==> config.mk <==
export PLATFORM = sky130hd
export DESIGN_NAME = txq_irq_ctrl
export DESIGN_NICKNAME = d
export VERILOG_FILES = /design/src/rtl/txq_pkg.sv /design/src/rtl/txq_store.sv /design/src/rtl/txq_holdoff.sv /design/src/rtl/txq_irq_ctrl.sv
export SDC_FILE = /design/constraint.sdc
export NUM_CORES = 1
export LEC_CHECK = 0
export BUFFER_PORTS_ARGS = -buffer_cell sky130_fd_sc_hd__buf_2
export CORE_MARGIN = 2
export CORE_UTILIZATION = 25
export CTS_CLUSTER_SIZE = 16
export DETAILED_ROUTE_END_ITERATION = 16
export PLACE_DENSITY = 0.44
export SYNTH_ARGS = -nofsm -noshare
export SYNTH_HDL_FRONTEND = slang
export SYNTH_SLANG_ARGS = --single-unit
export TNS_END_PERCENT = 5
==> constraint.sdc <==
create_clock -name clk -period 3.58 [get_ports clk]
set_clock_uncertainty 0.1 [all_clocks]
set_input_delay 0.179 -clock clk [delete_from_list [all_inputs] [get_ports clk]]
set_output_delay 0.179 -clock clk [all_outputs]
set_load 0.02 [all_outputs]
==> src/rtl/txq_pkg.sv <==
package txq_pkg;

    // Hold-off mode of the empty-interrupt guard
    typedef enum logic {
        HO_FAST  = 1'b0,   // queue has held two bytes together: no delay on drain
        HO_GUARD = 1'b1    // only a lone byte since last empty: delay on drain
    } ho_mode_e;

    localparam int unsigned TXQ_DEF_DATA_W = 8;
    localparam int unsigned TXQ_DEF_DEPTH  = 16;
    localparam int unsigned TXQ_DEF_CNT_W  = 8;

endpackage

==> src/rtl/txq_store.sv <==
module txq_store #(
    parameter int unsigned DATA_W = txq_pkg::TXQ_DEF_DATA_W,
    parameter int unsigned DEPTH  = txq_pkg::TXQ_DEF_DEPTH,
    localparam int unsigned PTR_W = (DEPTH > 1) ? $clog2(DEPTH) : 1,
    localparam int unsigned LVL_W = $clog2(DEPTH + 1)
) (
    input  logic              clk,
    input  logic              rst_n,
    input  logic              push_i,
    input  logic              pop_i,
    input  logic [DATA_W-1:0] wdata_i,
    output logic [DATA_W-1:0] rdata_o,
    output logic [LVL_W-1:0]  level_o,
    output logic              full_o,
    output logic              empty_o
);

    typedef struct packed {
        logic [PTR_W-1:0] wp;
        logic [PTR_W-1:0] rp;
        logic [LVL_W-1:0] lvl;
    } st_t;

    st_t st_d, st_q;
    logic [DATA_W-1:0] mem_q [DEPTH];

    function automatic logic [PTR_W-1:0] ptr_inc(input logic [PTR_W-1:0] p);
        return (p == PTR_W'(DEPTH - 1)) ? '0 : p + PTR_W'(1);
    endfunction

    always_comb begin
        st_d = st_q;
        if (push_i) st_d.wp = ptr_inc(st_q.wp);
        if (pop_i)  st_d.rp = ptr_inc(st_q.rp);
        unique case ({push_i, pop_i})
            2'b10:   st_d.lvl = st_q.lvl + LVL_W'(1);
            2'b01:   st_d.lvl = st_q.lvl - LVL_W'(1);
            default: st_d.lvl = st_q.lvl;
        endcase
    end

    always_ff @(posedge clk or negedge rst_n) begin
        if (!rst_n) st_q <= '0;
        else        st_q <= st_d;
    end

    always_ff @(posedge clk) begin
        if (push_i) mem_q[st_q.wp] <= wdata_i;
    end

    assign rdata_o = mem_q[st_q.rp];
    assign level_o = st_q.lvl;
    assign full_o  = (st_q.lvl == LVL_W'(DEPTH));
    assign empty_o = (st_q.lvl == '0);

    // occupancy never exceeds the depth
    a_r1_level_bound: assert property (@(posedge clk) disable iff (!rst_n)
        level_o <= LVL_W'(DEPTH));
    // the controller never pushes into a full queue
    a_r2_no_push_full: assert property (@(posedge clk) disable iff (!rst_n)
        push_i |-> !full_o);
    // the controller never pops an empty queue
    a_r4_no_pop_empty: assert property (@(posedge clk) disable iff (!rst_n)
        pop_i |-> !empty_o);

endmodule

==> src/rtl/txq_holdoff.sv <==
module txq_holdoff #(
    parameter int unsigned CNT_W = txq_pkg::TXQ_DEF_CNT_W
) (
    input  logic             clk,
    input  logic             rst_n,
    input  logic             first_i,   // write accepted into empty queue
    input  logic             pair_i,    // two or more bytes held after this edge
    input  logic             drain_i,   // last byte leaves, no write alongside
    input  logic             push_i,    // any accepted write
    input  logic             tick_i,
    input  logic [CNT_W-1:0] len_i,
    output logic             hold_o,
    output logic             guard_o
);
    import txq_pkg::*;

    typedef struct packed {
        ho_mode_e         mode;
        logic [CNT_W-1:0] left;
    } st_t;

    st_t st_d, st_q;

    always_comb begin
        st_d = st_q;
        if (first_i)     st_d.mode = HO_GUARD;
        else if (pair_i) st_d.mode = HO_FAST;

        if (push_i)
            st_d.left = '0;
        else if (drain_i)
            st_d.left = (st_q.mode == HO_GUARD) ? len_i : '0;
        else if (tick_i && st_q.left != '0)
            st_d.left = st_q.left - CNT_W'(1);
    end

    always_ff @(posedge clk or negedge rst_n) begin
        if (!rst_n) st_q <= '{mode: HO_FAST, left: '0};
        else        st_q <= st_d;
    end

    assign hold_o  = (st_q.left != '0);
    assign guard_o = (st_q.mode == HO_GUARD);

    // a guarded drain with non-zero length starts the hold-off
    a_r7_hold_starts: assert property (@(posedge clk) disable iff (!rst_n)
        (drain_i && guard_o && len_i != '0) |=> hold_o);
    // without a tick or a write the hold-off keeps running
    a_r7_hold_waits: assert property (@(posedge clk) disable iff (!rst_n)
        (hold_o && !tick_i && !push_i) |=> hold_o);
    // holding two bytes together removes the guard
    a_r8_pair_clears_guard: assert property (@(posedge clk) disable iff (!rst_n)
        pair_i |=> !guard_o);
    // an unguarded drain starts no hold-off
    a_r8_fast_drain: assert property (@(posedge clk) disable iff (!rst_n)
        (drain_i && !guard_o) |=> !hold_o);

endmodule

==> src/rtl/txq_irq_ctrl.sv <==
module txq_irq_ctrl #(
    parameter int unsigned DATA_W = txq_pkg::TXQ_DEF_DATA_W,
    parameter int unsigned DEPTH  = txq_pkg::TXQ_DEF_DEPTH,
    parameter int unsigned CNT_W  = txq_pkg::TXQ_DEF_CNT_W
) (
    input  logic              clk,
    input  logic              rst_n,
    input  logic              wr_en_i,
    input  logic [DATA_W-1:0] wr_data_i,
    input  logic              ld_req_i,
    input  logic              irq_en_i,
    input  logic              char_tick_i,
    input  logic [CNT_W-1:0]  char_len_i,
    output logic [DATA_W-1:0] ld_data_o,
    output logic              full_o,
    output logic              empty_o,
    output logic              irq_o,
    output logic              wr_ovf_o
);
    localparam int unsigned LVL_W = $clog2(DEPTH + 1);

    typedef struct packed {
        logic ovf;
    } st_t;

    st_t st_d, st_q;

    logic             push, pop, first_ld, drain, pair, hold, guard;
    logic [LVL_W-1:0] level, level_nxt;

    assign push = wr_en_i && !full_o;
    assign pop  = ld_req_i && !empty_o;

    always_comb begin
        level_nxt = level;
        if (push && !pop) level_nxt = level + LVL_W'(1);
        if (pop && !push) level_nxt = level - LVL_W'(1);
    end

    assign first_ld = push && empty_o;
    assign drain    = pop && !push && (level == LVL_W'(1));
    assign pair     = (level_nxt >= LVL_W'(2));

    txq_store #(.DATA_W(DATA_W), .DEPTH(DEPTH)) store_i (
        .clk     (clk),
        .rst_n   (rst_n),
        .push_i  (push),
        .pop_i   (pop),
        .wdata_i (wr_data_i),
        .rdata_o (ld_data_o),
        .level_o (level),
        .full_o  (full_o),
        .empty_o (empty_o)
    );

    txq_holdoff #(.CNT_W(CNT_W)) holdoff_i (
        .clk     (clk),
        .rst_n   (rst_n),
        .first_i (first_ld),
        .pair_i  (pair),
        .drain_i (drain),
        .push_i  (push),
        .tick_i  (char_tick_i),
        .len_i   (char_len_i),
        .hold_o  (hold),
        .guard_o (guard)
    );

    always_comb begin
        st_d = st_q;
        if (wr_en_i && full_o) st_d.ovf = 1'b1;
    end

    always_ff @(posedge clk or negedge rst_n) begin
        if (!rst_n) st_q <= '0;
        else        st_q <= st_d;
    end

    assign wr_ovf_o = st_q.ovf;
    assign irq_o    = irq_en_i && empty_o && !hold;

    // a refused write sets the sticky flag
    a_r2_ovf_sets: assert property (@(posedge clk) disable iff (!rst_n)
        (wr_en_i && full_o) |=> wr_ovf_o);
    // the flag stays set
    a_r2_ovf_sticky: assert property (@(posedge clk) disable iff (!rst_n)
        wr_ovf_o |=> wr_ovf_o);
    // loading an empty queue drops the request
    a_r6_first_write_drops: assert property (@(posedge clk) disable iff (!rst_n)
        (wr_en_i && empty_o) |=> !irq_o);
    // an unguarded drain raises the request at once
    a_r8_drain_fires: assert property (@(posedge clk) disable iff (!rst_n)
        (drain && !guard) |=> (irq_o || !irq_en_i || !empty_o));

endmodule

* Yosys cells after proc, flatten, opt, wreduce, memory -nomap -nowiden
Memories as Yosys holds them, arrays and structs flattened.
Index checks and enable logic that the tools add are counted.
Widths: inputs -> output; s select.
** Word-level totals
- Register bits :: 23
- Bits in writable memories :: 128
- Input port bits :: 22
- Output and inout bits :: 12
- Memories :: 1
** Memories
- store_i.mem_q :: depth 16, bits a word 8, rd ports 1, clocked after memory_dff 0, wr ports 1, line txq_store.sv:25 : logic [DATA_W-1:0] mem_q [DEPTH];
** Operators by class
- Add/sub/neg operators :: 5
- Order comparisons :: 1
- Equality and inequality tests :: 6
- Multiplexer cells :: 13
- Reduce and logical (&&, ||, !) cells :: 20
** Operators with widths (number)
- $mux 8 :: 4
- $logic_and 1x1->1 :: 10
- $mux 5 :: 2
- $pmux 5 s2 :: 1
- $add 4x1->4 const B :: 2
- $eq 4x4->1 const B :: 2
- $mux 4 :: 2
- $reduce_bool 8->1 :: 1
- $sub 8x1->8 const B :: 1
- $add 5x1->5 const B :: 1
- $eq 5x1->1 const B :: 1
- $eq 5x5->1 const B :: 1
- $ge 5x2->1 const B :: 1
- $logic_not 1->1 :: 5
- $logic_not 5->1 :: 1
- $sub 5x1->5 const B :: 1
- $mux 1 :: 4
- $reduce_bool 2->1 :: 2
- $reduce_bool 3->1 :: 1
- $eq 2x1->1 const B :: 1
- $eq 2x2->1 const B :: 1

* Depth between registers and ports, before layout
Gate-level depths: netlist of the first run.
- Depth in word-level cells :: 10
- Gate-level depth with buffers :: 13
- Gate-level depth less buffers :: 10

* By module
Synthesis of the first run repeated with hierarchy kept, for this count alone.
** Unflattened totals
- Cells, all modules :: 409
- Area total of the unflattened synthesis :: 6578.8 µm²
** By module, submodules not included
- txq_store :: times used 1, cells each 310, area an instance 5734.2 µm², sequential area each 4169.0 µm²
- txq_holdoff :: times used 1, cells each 63, area an instance 563.0 µm², sequential area each 225.2 µm²
- txq_irq_ctrl :: times used 1, cells each 36, area an instance 281.5 µm², sequential area each 25.0 µm²

* Worst setup path after synthesis of the first run
No wires, ideal clock.
- Path type :: reg2reg
- Start :: register store_i.st_q, in the netlist store_i.level_o[0]
- End :: register holdoff_i.st_q[4] (netlist name)
- Arrival time :: 2568 ps
- Path slack :: 818 ps
- Cell stages (with the launch flop) :: 13
- Path buffers :: 3
- Period minus slack after synthesis :: 2762 ps
- Path through :: dfrtp_1 clkbuf_1 inv_1 ha_1 or4b_1 nand2_2 inv_1 ha_1 clkbuf_1 nand3_1 clkbuf_1 a21oi_1 a211oi_1
** RTL lines
- start, declared :: line txq_store.sv:24 : st_t st_d, st_q;
- start signal, assigned :: line txq_store.sv:44 : else st_q <= st_d;
- $logic_not 5->1 (*) :: line txq_store.sv:54 : assign empty_o = (st_q.lvl == '0);
- $logic_not 1->1 (*) :: line txq_irq_ctrl.sv:32 : assign pop = ld_req_i && !empty_o;
- $logic_and 1x1->1 (*) :: line txq_irq_ctrl.sv:32
- via pop :: line txq_irq_ctrl.sv:28 : logic push, pop, first_ld, drain, pair, hold, guard;
- $logic_and 1x1->1 (*) (2 in a row) :: line txq_irq_ctrl.sv:41 : assign drain = pop && !push && (level == LVL_W'(1));
- $mux 8 :: line txq_holdoff.sv:31 : else if (drain_i)
- $mux 8 :: line txq_holdoff.sv:29 : if (push_i)
- end signal, assigned :: line txq_holdoff.sv:38 : if (!rst_n) st_q <= '{mode: HO_FAST, left: '0};
- end signal, assigned :: line txq_holdoff.sv:39 : else st_q <= st_d;
- end, declared :: line txq_holdoff.sv:22 : st_t st_d, st_q;
The timed path passes the listed nets; every way through them passes the cells marked *.
A chain may end at the register's enable or synchronous reset.

* Worst setup path after layout of the first run
- Start :: register store_i.st_q[6] (netlist name)
- End :: output port ld_data_o[3]
** On the way
- Word-level cells in the longest chain between the ends :: 1
** Ends and longest elaborated chain
- $mem_v2 16x8
- end, declared :: line txq_irq_ctrl.sv:14 : output logic [DATA_W-1:0] ld_data_o,
No other way between the ends.

==> metrics.csv, run 1 <==
stage,metric,value,unit
pwr,Sw Pwr,2.23,mW
routing,TritonRoute pass-1 iters,4,
setup_path,critical path capture point type,primary output,
global_route,initial antenna violation count,0,
logic_synthesis,Yosys warning count,0,
logic_synthesis,Mean Syn Cell Area,15.8,sq um
setup_path,WP data arrival,2650,ps
sta,TNS Setup,0,ps
routing,vias,3687,
floorplan,die footprint,27600,sq um
setup_path,R2R cell count,9,
logic_synthesis,"Seq/Total Area, Yosys",67.2,%
setup_path,Reg2Reg Capture Point,holdoff_i.st_q[6],
place,Placement Cell Area,7090,sq um
pwr,Logic pwr share,33.3,%
finish,share of layout cells above drive strength 1,20.2,%
worst_hold_path,Hold Crit Class,in -> reg,
finish,"commonest cells after routing, fill and taps aside","edfxtp_1, mux2i_1, buf_2, dfrtp_1, nand2_1",
flow_run,max-cap viol count,0,
place,DPL Wire Length,9.49,mm
setup_path,Worst Setup Path Type,reg -> out,
routing,antenna-violating nets left,0,
global_route,overall global routing resource usage,10.7,%
logic_synthesis,Mapped Nets,452,
logic_synthesis,synthesized area,6580,sq um
cts,Clock Sinks,151,
cts,clock root cell,clkbuf_16,
setup_path,R2R Setup Slk,680,ps
finish,area delta synth->final,17.5,%
floorplan,row cnt,59,
pwr,Tot Pwr,6.18,mW
setup_path,"Max FO, Critical Path",17,
sta,min cycle time layout,2930,ps
routing,final wirelength,14.3,mm
global_route,largest net degree at the start of global routing,28,
finish,Final Instance Area,7730,sq um
logic_synthesis,Mapped Cells,417,
sta,worst rel slew slack,53.3,%
sta,worst slew pin tran,701,ps
logic_synthesis,post-synthesis register bit count,151,
global_route,Overflow after GRT,0,
routing,Via-to-Cell Ratio,4.57,
sta,RSZ-0062 raised after global routing,false,
pwr,PD cells,799,nW/um^2
floorplan,die height,166,microns
finish,"most common cell after layout, fill and taps aside",edfxtp_1,
finish,diode count,0,
pwr,Clock power frac,26.8,%
cts,"CTS clk-pin slew, worst paths",60,ps
floorplan,io pins,34,
pwr,VDD IR-drop max,0.000452,V
routing,WL per Instance,17.7,microns
cts,worst skew pair latency,420,ps
cts,total CTS buffers,17,
pwr,leak pwr,2.72,nW
global_route,vias in the first global route,3912,
setup_path,CP Launch Point,store_i.st_q[6],
worst_hold_path,min-delay src,char_len_i[5],
cts,CTS Buffer Depth,2,
worst_hold_path,hold path depth,3,
sta,Final Max Tran Viols,0,
floorplan,Initial Utilization,25.3,%
sta,period utilisation layout,81.9,%
logic_synthesis,Most used DFF post-synth,edfxtp_1,
pwr,Pint,3.95,mW
setup_path,Critical Path Start Type,register,
floorplan,Core Region,26000,sq um
sta,f_max,341,MHz
setup_path,Critical R2R Launch,store_i.level_o[0],
setup_path,WP data required,3300,ps
place,GP Congestion,0.765,
global_route,first-pass GRT wire length,22.2,mm
run_status,result of the run,completed,
sta,Final Hold Violating Endpoints,0,
logic_synthesis,Post-synth EDFFs,128,
routing,1st-iter DRT viols,284,
logic_synthesis,Synth cell types,56,
pwr,Reg power frac,39.9,%
place,IO Port Bufs,33,
floorplan,Die W,166,microns
sta,Final setup viols,0,
worst_hold_path,WHS Endpoint,holdoff_i.st_q[5],
pwr,Sw Ratio,36.1,%
cts,H-tree Lvls,4,
routing,drt drc,0,
finish,Nets,493,
cts,CTS tree,built,
logic_synthesis,Async SR Flop Fraction,15.2,%
## cell usage after synthesis, drive strengths merged, types with 9 or more instances
cell    count  share of area [%]
and2        9               0.86
clkbuf     14               0.86
o21ai      13               0.99
edfxtp    128                 58
xnor2      10                1.3
mux4       16                5.5
buf        12                1.1
a21oi      12               0.91
nand3       9               0.68
a221oi     16                2.1
inv        14               0.80
ha         13                2.5
mux2i      34                5.2
dfrtp      23                8.7
nand2      21                1.2
## cells by family after synthesis
kind of cell	after synthesis	share of synthesized area, %
AO/OA/AOI/OAI	72	8.08
multiplexers	50	10.7
AND/OR/NAND/NOR	78	7.17
adder cells (fa/ha/maj)	13	2.47
buffers and inverters	40	2.72
XOR/XNOR	13	1.73
flip-flops	151	67.2
## worst max path at each step
stage | depth (start not counted) | end
finish | 6 | ld_data_o[3]
global route | 8 | holdoff_i.st_q[0]
CTS | 6 | ld_data_o[3]
detailed placement | 9 | holdoff_i.st_q[6]
global placement | 9 | holdoff_i.st_q[6]
floorplan | 12 | holdoff_i.st_q[4]
## layer usage
layer  track usage (%)  vias to the layer above  routed length (microns)
li1                  -                     1725                        -
met2              18.1                       68                     7130
met3              3.03                       10                      430
met5                 0                        -                        0
met1              13.1                     1884                     6480
met4              3.41                        0                      212
## repair_timing
action                                 CTS  global route
endpoints found under the hold margin   33             0
gates resized for setup                  0             0
hold buffers                            10             0
setup endpoints to repair                0             0
buffers inserted                         0             0
## critical path, cell delays in order, from the launching register on
cell      delay (ps)
dfrtp_1          460
buf_4            330
and2_1           630
a221oi_1         250
a22oi_1          230
nand2_1          140
buf_2            190
## power groups by stage
stage | Clock [mW] | Combinational (mW) | Sequential, mW
6_report | 1.66 | 2.06 | 2.47
5_1_grt | 1.78 | 2.27 | 2.51
4_1_cts | 1.70 | 2.09 | 2.47
3_5_place_dp | 0 | 2.08 | 2.50
3_3_place_gp | 0 | 2.06 | 2.49
2_1_floorplan | 0 | 1.66 | 2.30
## stage by stage
stage / setup WS (ps) / hold slack, ps / utilization, % / cells
after global routing: 404 / 39.9 / 29.8 / 806
final: 646 / 14.6 / 29.8 / 806
after CTS: 612 / 2.45 / 29.8 / 806
after detailed placement: 692 / 98.3 / 27.3 / 764
after global placement: 854 / 89.6 / 27.3 / 764
after floorplan: 818 / -217 / - / 417
## cell type report
| cell class | instances | area (sq um) |
|---|---|---|
| Inverter | 14 | 52.6 |
| Fill cell | 2599 | 18300 |
| Timing Repair Buffer | 48 | 315 |
| Multi-Input combinational cell | 226 | 1980 |
| Clock buffer | 18 | 429 |
| Sequential cell | 151 | 4420 |
| Tap cell | 335 | 419 |
| Clock inverter | 14 | 115 |
## sequential cells by signal (all words and copies together), names as in the netlist
signal and flops:
store_i.mem_q 128, store_i.st_q 8, holdoff_i.guard_o 1, store_i.level_o 5
holdoff_i.st_q 8, wr_ovf_o 1
Note: power is estimated with default switching activity, not from simulation.
==> inputs of run 2 (changes only) <==
- clock period: 3.58 -> 3 ns (I/O delays scaled with it)
==> metrics.csv, run 2 (same netlist as run 1, synthesis figures left out) <==
stage,metric,value,unit,change
finish,"most common cell after layout, fill and taps aside",edfxtp_1,,
pwr,Logic pwr share,33.5,%,+0.2 points
cts,"CTS clk-pin slew, worst paths",60,ps,about the same
cts,worst skew pair latency,430,ps,about the same
setup_path,WP data arrival,3000,ps,+350 ps
place,IO Port Bufs,33,,unchanged
pwr,PD cells,963,nW/um^2,+20%
floorplan,die height,166,microns,unchanged
setup_path,critical path capture point type,register,,
pwr,Reg power frac,38.4,%,-1.5 points
cts,CTS Buffer Depth,2,,unchanged
sta,Final setup viols,0,,unchanged
cts,CTS tree,built,,
floorplan,io pins,34,,unchanged
routing,1st-iter DRT viols,258,,-9.2%
worst_hold_path,Hold Crit Class,in -> reg,,
finish,Nets,499,,+1.2%
global_route,Overflow after GRT,0,,unchanged
routing,metal1 wirelength,6.40,mm,-1.3%
routing,Via-to-Cell Ratio,4.57,,-0.20%
pwr,Sw Pwr,2.64,mW,+18%
global_route,largest net degree at the start of global routing,29,,+3.6%
finish,biggest regs,"store_i.mem_q (128), holdoff_i.st_q (8), store_i.st_q (8)",,
pwr,Tot Pwr,7.55,mW,+22%
setup_path,"Max FO, Critical Path",9,,-8
pwr,leak pwr,2.77,nW,+1.9%
sta,Final Hold Violating Endpoints,0,,unchanged
finish,area delta synth->final,19.2,%,
routing,vias,3707,,+0.54%
sta,f_max,362,MHz,
routing,WL met3,632,microns,+47%
place,DPL Wire Length,9.59,mm,+1.1%
setup_path,R2R cell count,9,,unchanged
cts,clock root cell,clkbuf_16,,
floorplan,Die W,166,microns,unchanged
sta,TNS Setup,0,ps,unchanged
floorplan,row cnt,59,,unchanged
finish,"commonest cells after routing, fill and taps aside","edfxtp_1, mux2i_1, buf_2, dfrtp_1, nand2_1",,
global_route,first-pass GRT wire length,22.6,mm,+1.7%
pwr,Clock power frac,28.0,%,+1.2 points
sta,period utilisation layout,92.0,%,
sta,worst rel slew slack,54.0,%,+0.66 points
flow_run,max-cap viol count,0,,unchanged
routing,WL per Instance,17.6,microns,-0.72%
global_route,initial antenna violation count,0,,unchanged
pwr,Sw Ratio,35.0,%,-1.1 points
floorplan,Core Region,26000,sq um,unchanged
finish,Biggest register,store_i.mem_q,,
routing,drt drc,0,,unchanged
routing,TritonRoute pass-1 iters,4,,unchanged
sta,worst slew pin tran,689,ps,-11.4 ps
sta,RSZ-0062 raised after global routing,false,,
cts,total CTS buffers,17,,unchanged
cts,H-tree Lvls,4,,unchanged
routing,final wirelength,14.3,mm,about the same
run_status,result of the run,completed,,
finish,max FFs per register,128,,unchanged
routing,DR top layer,met4,,
setup_path,Worst Setup Path Type,reg -> reg,,
cts,Clock Sinks,151,,unchanged
sta,min cycle time layout,2760,ps,
setup_path,WP data required,3250,ps,-50 ps
worst_hold_path,min-delay src,wr_data_i[2],,
routing,met2 wire len,7.04,mm,-1.3%
setup_path,Critical Path Start Type,register,,
setup_path,Critical R2R Launch,store_i.level_o[0],,
setup_path,CP Launch Point,store_i.level_o[0],,
pwr,VDD IR-drop max,0.000446,V,-1.4%
worst_hold_path,hold path depth,1,,-2
floorplan,die footprint,27600,sq um,unchanged
finish,share of layout cells above drive strength 1,20.5,%,+0.38 points
sta,Final Max Tran Viols,0,,unchanged
routing,antenna-violating nets left,0,,unchanged
global_route,vias in the first global route,3885,,-0.69%
global_route,overall global routing resource usage,10.8,%,+0.16 points
pwr,Pint,4.91,mW,+24%
finish,diode count,0,,unchanged
floorplan,Initial Utilization,25.3,%,unchanged
place,GP Congestion,0.781,,+2.1%
[run 2: cell type report]
cell class                      instances  area (sq um)
Clock buffer                           20           437
Clock inverter                         12           145
Fill cell                            2609         18100
Inverter                               14          52.6
Multi-Input combinational cell        226          1990
Sequential cell                       151          4420
Tap cell                              335           419
Timing Repair Buffer                   54           383
[run 2: final timing paths]
path / endpoint / slack (ps)
max: holdoff_i.st_q[1] / 240
min: store_i.mem_q[15][2] / 20
max reg2reg: holdoff_i.st_q[1] / 240
min reg2reg: wr_ovf_o / 350
max in group asynchronous: store_i.st_q[5] / 2270
min in group asynchronous: wr_ovf_o / 140
[run 2: stage by stage]
step	hold slack, ps	instance area (sq um)	std cells	worst slack, ps	util (%)
4_1_cts	4.72	7840	812	144	30.2
6_report	17.3	7840	812	241	30.2
3_3_place_gp	62.1	7120	766	294	27.4
2_1_floorplan	-246	6580	417	238	-
5_1_grt	19.6	7840	812	44.8	30.2
3_5_place_dp	74.6	7120	766	154	27.4
[run 2: critical path, stage by stage, from the launching register on]
cell and delay (ps):
dfrtp_1 480, inv_1 140, ha_1 170, or4b_1 480, nand2_2 140, inv_1 80, ha_1 330, and3_1 230
or3_1 350, a31oi_1 180
[run 2: power by group through the flow]
| stage | Clock [mW] | Combinational [mW] | Sequential [mW] |
|---|---|---|---|
| floorplan | 0 | 1.98 | 2.75 |
| global placement | 0 | 2.53 | 2.94 |
| detailed placement | 0 | 2.55 | 2.95 |
| CTS | 2.16 | 2.58 | 2.91 |
| global route | 2.26 | 2.79 | 2.95 |
| finish | 2.12 | 2.53 | 2.90 |
[run 2: timing repair]
item | 4_1_cts | 5_1_grt
setup endpoints to repair | 0 | 9
setup buffers | 0 | 0
hold buffers | 14 | 0
hold endpoints to repair | 54 | 0
resized for setup | 0 | 2
[run 2: per-layer routing]
layer	vias up	GRT usage, %
li1	1733	-
met1	1882	13.6
met2	77	17.7
met3	15	3.50
met4	0	3.56
met5	-	0
==> inputs of run 3 (changes only) <==
- ABC_AREA: default -> 1
==> metrics.csv, run 3 <==
stage,metric,value,unit,change
run_status,result of the run,completed,,
setup_path,crit path max-delay cell type,dlygate4sd3_1,,
global_route,initial antenna violation count,0,,unchanged
finish,diode count,0,,unchanged
setup_path,"slowest stage delay, CP",570,ps,+90 ps
cts,"CTS clk-pin slew, worst paths",70,ps,about the same
logic_synthesis,Synth area leaders,"edfxtp_1, dfrtp_1, nor2_1",,
global_route,overall global routing resource usage,12.1,%,+1.2 points
finish,biggest regs,"store_i.mem_q (128), holdoff_i.st_q (8), store_i.st_q (8)",,
logic_synthesis,Yosys warning count,0,,unchanged
logic_synthesis,Synth cell types,35,,-38%
floorplan,Core Region,26200,sq um,+0.85%
logic_synthesis,"Seq/Total Area, Yosys",66.0,%,-1.2 points
sta,Final Hold Violating Endpoints,0,,unchanged
cts,worst skew pair latency,420,ps,about the same
logic_synthesis,Most used DFF post-synth,edfxtp_1,,
global_route,first-pass GRT wire length,25.6,mm,+13%
place,GP Congestion,0.836,,+7.0%
routing,antenna-violating nets left,0,,unchanged
cts,total CTS buffers,17,,unchanged
finish,Biggest register,store_i.mem_q,,
floorplan,Die W,168,microns,+0.87%
flow_run,max-cap viol count,0,,unchanged
finish,"commonest cells after routing, fill and taps aside","edfxtp_1, nor2_1, nand2_1, o21ai_0, buf_2",,
logic_synthesis,synthesized area,6700,sq um,+1.8%
logic_synthesis,area share of the largest cell type after synthesis,57.4,%,-1.0 points
setup_path,Critical Path Start Type,register,,
logic_synthesis,"count leader, synth",edfxtp_1,,
place,IO Port Bufs,33,,unchanged
cts,Clock Sinks,151,,unchanged
sta,worst rel slew slack,47.9,%,-6.1 points
cts,CTS tree,built,,
finish,Nets,667,,+34%
routing,Via-to-Cell Ratio,4.58,,+0.38%
logic_synthesis,dominant cell type by area after synthesis,edfxtp_1,,
sta,worst slew pin tran,779,ps,+89.9 ps
cts,CTS Buffer Depth,2,,unchanged
place,DPL Wire Length,10.4,mm,+8.1%
setup_path,WP data arrival,2910,ps,-90 ps
routing,1st-iter DRT viols,333,,+29%
setup_path,cell repeated most along the worst path,nand2_1,,
logic_synthesis,most frequent cells after synthesis,"edfxtp_1, nor2_1, nand2_1, o21ai_0, o211ai_1",,
sta,period utilisation layout,90.1,%,-1.9 points
cts,number of post-CTS setup repair buffers,0,,unchanged
sta,final setup margin,298,ps,+57.3 ps
finish,filler instances,2650,,+1.6%
setup_path,critical path cell sequence,inv_1 -> ha_1 -> nand3_1 -> nand2_1 -> inv_2 -> ha_4 -> nand4_4 -> nand2_1 -> a21boi_0 -> o22ai_1 -> dlygate4sd3_1,,
finish,FF/Latch Area,4420,sq um,about the same
logic_synthesis,Mapped Cells,579,,+39%
sta,RSZ-0062 raised after global routing,false,,
global_route,vias in the first global route,4346,,+12%
global_route,Overflow after GRT,0,,unchanged
routing,TritonRoute pass-1 iters,4,,unchanged
routing,final wirelength,16.3,mm,+15%
pwr,PD cells,994,nW/um^2,+3.2%
worst_hold_path,Hold Crit Class,in -> reg,,
setup_path,"Max FO, Critical Path",9,,unchanged
floorplan,die footprint,28100,sq um,+1.7%
routing,drt drc,0,,unchanged
global_route,largest net degree at the start of global routing,67,,+130%
place,placed cell count,937,,+22%
place,pre-CTS WS,616,ps,+462 ps
finish,"most common cell after layout, fill and taps aside",edfxtp_1,,
pwr,leak pwr,2.89,nW,+4.2%
setup_path,WP data required,3210,ps,-40 ps
floorplan,row cnt,59,,unchanged
finish,max FFs per register,128,,unchanged
finish,share of layout cells above drive strength 1,16.3,%,-4.3 points
floorplan,io pins,34,,unchanged
finish,Multi-input gate area,2010,sq um,+0.94%
logic_synthesis,Post-synth EDFFs,128,,unchanged
sta,min cycle time layout,2700,ps,-57.3 ps
finish,fin cells,980,,+21%
logic_synthesis,Async SR Flop Fraction,15.2,%,unchanged
setup_path,critical path capture point type,register,,
cts,clock root cell,clkbuf_16,,
sta,f_max,370,MHz,+2.1%
routing,WL per Instance,16.7,microns,-5.0%
sta,TNS Setup,0,ps,unchanged
cts,H-tree Lvls,4,,unchanged
logic_synthesis,Mean Syn Cell Area,11.6,sq um,-27%
sta,Final setup viols,0,,unchanged
logic_synthesis,Mapped Nets,614,,+36%
setup_path,Worst Setup Path Type,reg -> reg,,
logic_synthesis,post-synthesis register bit count,151,,unchanged
sta,Final Max Tran Viols,0,,unchanged
floorplan,Initial Utilization,25.6,%,+0.23 points
floorplan,die height,168,microns,+0.87%
finish,area delta synth->final,18.8,%,
routing,vias,4491,,+21%
pwr,VDD IR-drop max,0.000460,V,+3.2%
run 3: cell types whose count changed in the layout (fill, tap and decap cells not counted), sizes merged, moves of 23 or more:
cell	previous run	this run
o21ai	13	77
nand2	21	70
o22ai	0	23
mux2i	34	0
o211ai	1	34
nor2	8	105
inv	17	42
run 3: power by group:
part	internal (mW)	leakage [nW]	switching (mW)	total (mW)
combinational	0.947	1.17	2.05	3.00
clock	1.18	0.284	0.943	2.12
sequential	2.60	1.44	0.181	2.78
total	4.73	2.89	3.18	7.91
run 3: path summary, 6_finish.rpt:
kind	from	to	slack (ps)	cells past startpoint
setup / recovery	store_i.level_o[0]	holdoff_i.st_q[2]	300	11
hold / removal	char_tick_i	holdoff_i.st_q[0]	20	4
setup reg to reg	store_i.level_o[0]	holdoff_i.st_q[2]	300	11
hold reg to reg	wr_ovf_o	wr_ovf_o	360	1
max in group asynchronous	rst_n	store_i.st_q[5]	2240	2
min in group asynchronous	rst_n	holdoff_i.st_q[5]	130	2
run 3: layout make-up:
type	count	share of cell area (%)
Timing Repair Buffer	60	4.97
Sequential cell	151	55.6
Multi-Input combinational cell	368	25.2
Clock inverter	14	1.92
Tap cell	335	5.27
Clock buffer	18	5.40
Inverter	34	1.64
run 3: repair_timing:
item	4_1_cts	5_1_grt
gates resized for setup	0	4
hold buffers	11	0
endpoints found under the hold margin	33	0
endpoints found under the setup margin	0	1
run 3: metrics by stage:
step / area, sq um / util, % / power (mW) / hold WS, ps
6_report: 7950 / 30.4 / 7.91 / 18.2
5_1_grt: 7950 / 30.4 / 8.44 / 25.0
4_1_cts: 7940 / 30.3 / 7.96 / 0.422
3_5_place_dp: 7250 / 27.6 / 5.81 / 80.9
3_3_place_gp: 7250 / 27.6 / 5.80 / 74.1
2_1_floorplan: 6700 / - / 4.94 / -246
run 3: layer usage:
metal  vias up  part of all wire (%)  track usage [%]
li1       2181                     -                -
met1      2160                    50             17.0
met2       133                    45             18.5
met3        17                   4.5             2.95
met4         0                   1.2             3.36
met5         -                     0                0
run 3: worst max-delay path, delay by kind of cell, from the launching register on:
family          cells  cell delay, ps
simple gates        4             550
buf+inv             3             800
flops               1             410
compound gates      2             290
fa+ha+maj           2             440
run 3: cell families after synthesis:
group / share of synthesized area (%)
buffers and inverters: 4.28
AND/OR/NAND/NOR: 13.3
flip-flops: 66.0
XOR/XNOR: 1.31
AO/OA/AOI/OAI: 12.7
adder cells (fa/ha/maj): 2.43
